[src/rtl/ukr_pkg.sv]
// Shared types and constants for the unlock key recognizer.
package ukr_pkg;
    // Recognizer states.
    typedef enum logic [1:0] {
        ST_IDLE   = 2'd0,
        ST_ARMED  = 2'd1,
        ST_LOCKED = 2'd2,
        ST_OPEN   = 2'd3
    } ukr_state_e;

    // Bus event seen in one cycle after arbitration.
    typedef enum logic [1:0] {
        EV_NONE  = 2'd0,
        EV_READ  = 2'd1,
        EV_WRITE = 2'd2
    } ukr_event_e;

    // Default key: bytes C5,3A,A3,5C,C5,3A,A3,5C, each LSB first; bit i is sent i-th.
    localparam logic [63:0] UKR_DEFAULT_KEY = 64'h5CA3_3AC5_5CA3_3AC5;
endpackage

[src/rtl/ukr_event_decode.sv]
// Classifies one cycle's strobes into a single bus event.
// Assumes strobes are one-cycle pulses; read takes priority over write.
module ukr_event_decode
    import ukr_pkg::*;
(
    input  logic       rd_strobe,
    input  logic       wr_strobe,
    output ukr_event_e event_o
);
    // Pick the event, read winning a collision.
    always_comb begin
        if (rd_strobe)      event_o = EV_READ;
        else if (wr_strobe) event_o = EV_WRITE;
        else                event_o = EV_NONE;
    end
endmodule

[src/rtl/ukr_key_select.sv]
// Returns the key bit addressed by the compare pointer.
// Assumes KEY_BITS is a power of two so the pointer covers it exactly.
module ukr_key_select #(
    parameter int          KEY_BITS = 64,
    parameter logic [63:0] KEY      = ukr_pkg::UKR_DEFAULT_KEY,
    localparam int         PTR_W    = $clog2(KEY_BITS)
) (
    input  logic [PTR_W-1:0] ptr,
    output logic             key_bit
);
    // Index the key constant by the pointer.
    always_comb key_bit = KEY[ptr];
endmodule

[src/rtl/ukr_sequencer.sv]
// Pointer and state machine of the recognizer.
// Assumes one event per cycle and that the key bit matches the current pointer.
module ukr_sequencer
    import ukr_pkg::*;
#(
    parameter int  KEY_BITS = 64,
    localparam int PTR_W    = $clog2(KEY_BITS)
) (
    input  logic             clk,
    input  logic             rst_n,
    input  ukr_event_e       event_i,
    input  logic             wr_bit,
    input  logic             key_bit,
    input  logic             xfer_done,
    input  logic             xfer_abort,
    output ukr_state_e       state_q,
    output logic [PTR_W-1:0] ptr_q
);
    localparam logic [PTR_W-1:0] LAST = PTR_W'(KEY_BITS - 1);

    ukr_state_e       state_d;
    logic [PTR_W-1:0] ptr_d;

    // Next-state and next-pointer logic.
    always_comb begin
        state_d = state_q;
        ptr_d   = ptr_q;
        if (state_q == ST_OPEN) begin
            if (xfer_done || xfer_abort) begin
                state_d = ST_IDLE;
                ptr_d   = '0;
            end
        end else if (event_i == EV_READ) begin
            state_d = ST_ARMED;
            ptr_d   = '0;
        end else if (event_i == EV_WRITE && state_q == ST_ARMED) begin
            if (wr_bit != key_bit) begin
                state_d = ST_LOCKED;
            end else if (ptr_q == LAST) begin
                state_d = ST_OPEN;
                ptr_d   = '0;
            end else begin
                ptr_d = ptr_q + 1'b1;
            end
        end
    end

    // State registers with synchronous reset.
    always_ff @(posedge clk) begin
        if (!rst_n) begin
            state_q <= ST_IDLE;
            ptr_q   <= '0;
        end else begin
            state_q <= state_d;
            ptr_q   <= ptr_d;
        end
    end
endmodule

[src/rtl/unlock_key_recognizer.sv]
// Top of the serial unlock key recognizer: watches completed bus cycles
// and raises 'unlocked' once the full key has been written on data line 0.
// Assumes strobes are synchronous single-cycle pulses.
module unlock_key_recognizer
    import ukr_pkg::*;
#(
    parameter int          KEY_BITS = 64,
    parameter logic [63:0] KEY      = UKR_DEFAULT_KEY
) (
    input  logic clk,
    input  logic rst_n,
    input  logic rd_strobe,
    input  logic wr_strobe,
    input  logic wr_bit,
    input  logic xfer_done,
    input  logic xfer_abort,
    output logic unlocked
);
    localparam int PTR_W = $clog2(KEY_BITS);

    ukr_event_e       bus_event;
    ukr_state_e       state_q;
    logic [PTR_W-1:0] ptr_q;
    logic             key_bit;

    ukr_event_decode i_decode (
        .rd_strobe (rd_strobe),
        .wr_strobe (wr_strobe),
        .event_o   (bus_event)
    );

    ukr_key_select #(.KEY_BITS(KEY_BITS), .KEY(KEY)) i_key (
        .ptr     (ptr_q),
        .key_bit (key_bit)
    );

    ukr_sequencer #(.KEY_BITS(KEY_BITS)) i_seq (
        .clk        (clk),
        .rst_n      (rst_n),
        .event_i    (bus_event),
        .wr_bit     (wr_bit),
        .key_bit    (key_bit),
        .xfer_done  (xfer_done),
        .xfer_abort (xfer_abort),
        .state_q    (state_q),
        .ptr_q      (ptr_q)
    );

    // Flag follows the open state.
    always_comb unlocked = (state_q == ST_OPEN);
endmodule

[config.mk]
export PLATFORM = sky130hd
export DESIGN_NAME = unlock_key_recognizer
export DESIGN_NICKNAME = d
export VERILOG_FILES = /design/src/rtl/ukr_pkg.sv /design/src/rtl/ukr_event_decode.sv /design/src/rtl/ukr_key_select.sv /design/src/rtl/ukr_sequencer.sv /design/src/rtl/unlock_key_recognizer.sv
export SDC_FILE = /design/constraint.sdc
export NUM_CORES = 1
export LEC_CHECK = 0
export BUFFER_PORTS_ARGS = -buffer_cell sky130_fd_sc_hd__clkbuf_2
export CORE_AREA = 4 4 41 43
export CTS_CLUSTER_DIAMETER = 200
export DETAILED_ROUTE_END_ITERATION = 10
export DIE_AREA = 0 0 45 47
export GPL_TIMING_DRIVEN = 0
export PLACE_DENSITY = 0.69
export SLEW_MARGIN = 15
export SYNTH_ARGS = -nofsm -noshare
export SYNTH_HDL_FRONTEND = slang
export SYNTH_SLANG_ARGS = --single-unit
[constraint.sdc]
create_clock -name clk -period 1.8 [get_ports clk]
set_input_delay 0.36 -clock clk [delete_from_list [all_inputs] [get_ports clk]]
set_output_delay 0.36 -clock clk [all_outputs]
set_load 0.1 [all_outputs]
==> results of run 1 <==
[Yosys cell counts (2+ instances only)]
cell | count | area share
a21o_2 | 2 | 0.032
a21oi_1 | 6 | 0.054
and2_1 | 4 | 0.045
and3_1 | 3 | 0.034
dfxtp_1 | 9 | 0.33
inv_1 | 2 | 0.014
nand2_1 | 6 | 0.041
nand3_1 | 3 | 0.027
nor2_1 | 3 | 0.020
o21ai_0 | 4 | 0.036
o21ai_1 | 3 | 0.027
[critical path, cell delays in order (launching register included)]
cell,delay [ns]
dfxtp_2,0.34
and4bb_1,0.23
a221o_1,0.34
or3_4,0.36
and2_4,0.17
o221ai_2,0.17
and3_1,0.18
o21ai_1,0.06
[metal layers]
metal	part of all wire	wire length, µm	up-vias	global-route usage
met5	0	0	-	0
met4	0.022	26	0	0.0936
met3	0.030	36	6	0.0460
met2	0.47	568	12	0.209
met1	0.47	564	251	0.162
li1	-	-	272	-
[what timing repair did]
item | CTS | global route
resized for setup | 3 | 2
pin swaps | 2 | 2
setup endpoints to repair | 1 | 1
setup buffers | 1 | 0
[through the flow]
step	hold WS [ns]	TNS (ns)	utilization	worst slack, ns	cells
final	0.357	-0.169	0.500	-0.169	93
after global routing	0.367	-0.232	0.500	-0.232	93
after CTS	0.355	-0.171	0.495	-0.171	93
after detailed placement	0.523	-0.300	0.466	-0.300	88
after global placement	0.512	-0.307	0.466	-0.307	88
after floorplan	0.440	-0.0832	-	-0.0832	66
[final timing paths]
check                           slack [ns]             start        endpoint  cells past startpoint
worst min register to register        0.53    i_seq.ptr_q[5]  i_seq.ptr_q[5]                      2
worst max-delay path                 -0.17  i_seq.state_q[1]   i_key.key_bit                      7
worst max register to register       -0.17  i_seq.state_q[1]   i_key.key_bit                      7
worst min-delay path                  0.36             rst_n   i_key.key_bit                      2
[power breakdown]
group	internal, mW	leakage (nW)	switching (mW)	total [mW]
combinational	0.0241	0.185	0.0331	0.0572
sequential	0.204	0.0732	0.00531	0.209
clock	0.0856	0.0150	0.0733	0.159
total	0.314	0.273	0.112	0.425
[sequential cells by signal, indices dropped and copies added, names as in the netlist]
| name | count |
|---|---|
| i_key.key_bit | 1 |
| i_seq.ptr_q | 6 |
| i_seq.state_q | 2 |
[kinds of logic (layout without fill, tap and decap cells)]
family,count (synthesis),after routing,share of synthesized area
compound gates,25,25,0.315
xor+xnor,2,2,0.0317
fa+ha+maj,1,1,0.0226
buf+inv,2,14,0.0136
flops,9,9,0.326
simple gates,27,27,0.292
[layout make-up]
class,instances,share of cell area
clock buffers,4,0.0404
inverters,2,0.0115
multi-input cells,55,0.571
flip-flops and latches,9,0.283
well taps,15,0.0288
repair buffers,8,0.0654
==> flow_summary.yaml, run 1 <==
finish:
  final_cell_mix: "7 x clkbuf_2, 6 x a21oi_1, 6 x nand2_1, 6 x dfxtp_1"
  diodes: 0
  seq_area_um2: 184
  finalInstanceArea_um2: 651
  area_growth_pct: 17.6
  final_common_cell: "clkbuf_2"
  multi_input_area_um2: 372
  drive_above_1_share: 0.282
  fill_cells: 132
  num-nets-final: 87
timing:
  post-route-period-util: 1.09
  skew_ns: 0.000952
  worstMarginPinSlew_ns: 0.570
  report.final.hold_viol_count: 0
  final-setup-viol-count: 1
  period_needed_ns: 1.97
  max_slew_margin: 0.616
  timing.fmax_mhz: 508
  finalMaxSlewViolations: 0
  fin_ws_ns: -0.169
  rsz0062_at_grt: "true"
routing:
  drcViolationCount: 0
  drtIter0Drc: 18
  drt_wl_total_mm: 1.20
  ant_nets: 0
  viasPerCell: 5.82
  dr.pass1.iters: 4
  wl_per_cell_um: 12.9
  vias: 541
grt:
  antenna_found_initial: 0
  grt_usage: 0.137
  grt_pass1_vias: 487
  overflow: 0
  grt_pass1_wl_mm: 2.03
  grt_max_degree: 8
clock_tree:
  cts_tree: "built"
  clockBufferDepth: 2
  cts_hold_buf: 0
  cts_max_level: 1
  clock-root-buffer: "clkbuf_4"
  clk_latency_ns: 0.26
  clock-sinks: 9
  cts_made_buffers: 3
  path_clk_slew_ns: 0.06
logic_synthesis:
  synth_edf_count: 0
  synth_seq_cells: 9
  synth_cell_types: 32
  async_flop_share: 0
  ys_warn_count: 0
  seq_area_frac_synth: 0.326
  synth_cells: 66
  netlist_area_um2: 553
  synth.avg_cell_area_um2: 8.38
  synth_flop_cell: "dfxtp_1"
  syn_nets: 74
floorplan:
  die_area_um2: 2120
  core_area_um2: 1300
  initial_core_util: 0.425
  num_rows: 13
  io_pins: 8
  die-width_um: 45
  die_h_um: 47
power:
  leakagePower_nw: 0.273
  power_density_nw_per_um2: 654
  total_power_mw: 0.425
  ir_worst_vdd_mv: 0.324
placed_design:
  placed_cell_area_um2: 607
  routabilityCongestion: 0.773
  port_buffers: 7
  dp_hpwl_um: 931
critical_path:
  arrival_ns: 2.12
  cp_data_required_time_ns: 1.95
  worstSetupStartpointType: "register"
  crit_fanout: 7
  setup.worst_path.end_class: "register"
  path_class: "reg -> reg"
run_status:
  violations: "setup timing"
  status: "complete, but fails checks"
hold_path:
  min_path_type: "in -> reg"
job:
  maxCapViolations: 0
Power figures use the tool's default switching activity.
==> run 2, diff against run 1 <==
--- a/config.mk
+++ b/config.mk
@@ -6,12 +6,14 @@
 export NUM_CORES = 1
 export LEC_CHECK = 0
 export BUFFER_PORTS_ARGS = -buffer_cell sky130_fd_sc_hd__clkbuf_2
-export CORE_AREA = 4 4 41 43
+export CELL_PAD_IN_SITES_DETAIL_PLACEMENT = 1
+export CELL_PAD_IN_SITES_GLOBAL_PLACEMENT = 2
+export CORE_MARGIN = 4
+export CORE_UTILIZATION = 28
 export CTS_CLUSTER_DIAMETER = 200
 export DETAILED_ROUTE_END_ITERATION = 10
-export DIE_AREA = 0 0 45 47
 export GPL_TIMING_DRIVEN = 0
-export PLACE_DENSITY = 0.69
+export PLACE_DENSITY = 0.76
 export SLEW_MARGIN = 15
 export SYNTH_ARGS = -nofsm -noshare
 export SYNTH_HDL_FRONTEND = slang
==> run 2 against run 1 <==
  * The flow still finishes with violations (setup timing)
  * Worst hold slack worse by 0.0077 ns
  * First-iteration DRC count down 72%
  * Setup slack lost 0.0023 ns
  * Critical path depth did not move
  * Via count increased by 1.1%
  * Clock-buffer cell count did not move
  * Combinational power rose by 11%
  * Register-to-register slack about the same
  * Fmax decreased by 0.12%
  * Power is 2.6% higher
  * Largest cell class unchanged
==> flow_summary.yaml, run 2 (synthesis gave the netlist of run 1 again) <==
floorplan:
  die_h_um: 52.4
  die_area_um2: 2750
  core_area_um2: 1800
  io_pins: 8
  die-width_um: 52.4
  num_rows: 15
  initial_core_util: 0.307
critical_path:
  crit_chain: "and4bb_1 -> a221o_1 -> or3_4 -> and2_4 -> o221ai_4 -> and3_1 -> o21ai_1"
  cp_data_required_time_ns: 1.95
  worstSetupStartpointType: "register"
  reg2regPathDepth: 7
  r2r_setup_slack_ns: -0.17
  arrival_ns: 2.12
  r2r_start: "i_seq.state_q[0]"
  cp_slowest_cell: "dfxtp_4"
  path_class: "reg -> reg"
  worst_path_dominant_cell_family: "simple AND/OR/NAND/NOR gates"
  rr_endpoint: "i_key.key_bit"
  crit_fanout: 7
  setup.worst_path.end_class: "register"
  max_stage_delay_ns: 0.36
  critPathBufInv: 0
placed_design:
  placed_cell_area_um2: 619
  port_buffers: 7
  routabilityCongestion: 0.722
  dp_hpwl_mm: 1.09
  place_inst: 98
timing:
  report.final.hold_viol_count: 0
  skew_ns: 0.000757
  hold_ws_ns: 0.349
  max_slew_margin: 0.494
  worstMarginPinSlew_ns: 0.750
  timing.fmax_mhz: 507
  final-setup-viol-count: 1
  period_needed_ns: 1.97
  finalMaxSlewViolations: 0
  post-route-period-util: 1.10
  fin_ws_ns: -0.171
  rsz0062_at_grt: "true"
run_status:
  violations: "setup timing"
  status: "complete, but fails checks"
clock_tree:
  cts_tree: "built"
  clock-root-buffer: "clkbuf_4"
  clockBufferDepth: 2
  cts_hold_buf: 0
  clk_latency_ns: 0.26
  clock-sinks: 9
  path_clk_slew_ns: 0.07
  cts_max_level: 1
  cts_made_buffers: 3
routing:
  drcViolationCount: 0
  drtIter0Drc: 5
  ant_nets: 0
  drt_wl_total_mm: 1.44
  vias: 547
  dr.pass1.iters: 4
  wl_per_cell_um: 13.8
  viasPerCell: 5.26
power:
  ir_worst_vdd_mv: 0.337
  leakagePower_nw: 0.290
  power_density_nw_per_um2: 628
finish:
  num-nets-final: 88
  drive_above_1_share: 0.316
  final_cell_mix: "7 x clkbuf_2, 6 x a21oi_1, 6 x nand2_1"
  fill_cells: 236
  final_cells: 104
  final_common_cell: "clkbuf_2"
  largest_reg_flops: 6
  finalInstanceArea_um2: 696
  area_growth_pct: 25.8
  final_util: 0.386
  multi_input_area_um2: 390
  diodes: 0
  seq_area_um2: 190
  top_register: "i_seq.ptr_q"
hold_path:
  whs_endpoint: "i_key.key_bit"
  min_path_type: "in -> reg"
  hold_start: "rst_n"
  hold_depth: 2
grt:
  antenna_found_initial: 0
  grt_max_degree: 8
  grt_usage: 0.122
  grt_pass1_vias: 555
  grt_pass1_wl_mm: 2.44
  overflow: 0
job:
  maxCapViolations: 0
-- run 2: changes by cell type in the layout (fill, tap and decap cells not counted), sizes merged --
| cell | before | now |
|---|---|---|
| buf | 1 | 2 |
-- run 2: power by group --
group | total [mW] | switching [mW] | leakage (nW) | internal [mW]
logic | 0.0637 | 0.0364 | 0.201 | 0.0272
registers | 0.208 | 0.00554 | 0.0743 | 0.203
clock network | 0.165 | 0.0790 | 0.0150 | 0.0858
total | 0.437 | 0.121 | 0.290 | 0.316
-- run 2: how the worst max path moves through the flow --
| stage | startpoint | to | slack [ns] | cells past startpoint |
|---|---|---|---|---|
| after floorplan | xfer_done | i_key.key_bit | -0.08 | 7 |
| after global placement | wr_bit | i_key.key_bit | -0.34 | 8 |
| after detailed placement | wr_bit | i_key.key_bit | -0.32 | 8 |
| after CTS | i_key.key_bit | i_key.key_bit | -0.21 | 7 |
| after global routing | i_seq.state_q[0] | i_key.key_bit | -0.28 | 7 |
| final | i_seq.state_q[0] | i_key.key_bit | -0.17 | 7 |
-- run 2: cell type report --
cell class / count / area share
multi-input cells: 55 / 0.561
flip-flops and latches: 9 / 0.273
repair buffers: 9 / 0.0719
well taps: 25 / 0.0450
clock buffers: 4 / 0.0378
inverters: 2 / 0.0108
-- run 2: stage by stage --
step / setup WS (ns) / total power, mW / setup TNS [ns]
6_report: -0.171 / 0.437 / -0.171
5_1_grt: -0.279 / 0.464 / -0.313
4_1_cts: -0.208 / 0.438 / -0.208
3_5_place_dp: -0.322 / 0.268 / -0.322
3_3_place_gp: -0.335 / 0.267 / -0.335
2_1_floorplan: -0.0832 / 0.248 / -0.0832
-- run 2: timing repair --
item	4_1_cts	5_1_grt
resized for setup	3	6
setup buffers	1	1
pin swaps	2	3
setup endpoints to repair	1	2
-- run 2: metal layers --
layer / routed length [µm] / vias to the layer above / GRT usage / share of wire
li1: - / 273 / - / -
met1: 669 / 267 / 0.154 / 0.47
met2: 724 / 5 / 0.194 / 0.50
met3: 29 / 2 / 0.0256 / 0.020
met4: 12 / 0 / 0.0638 / 0.0084
met5: 0 / - / 0 / 0
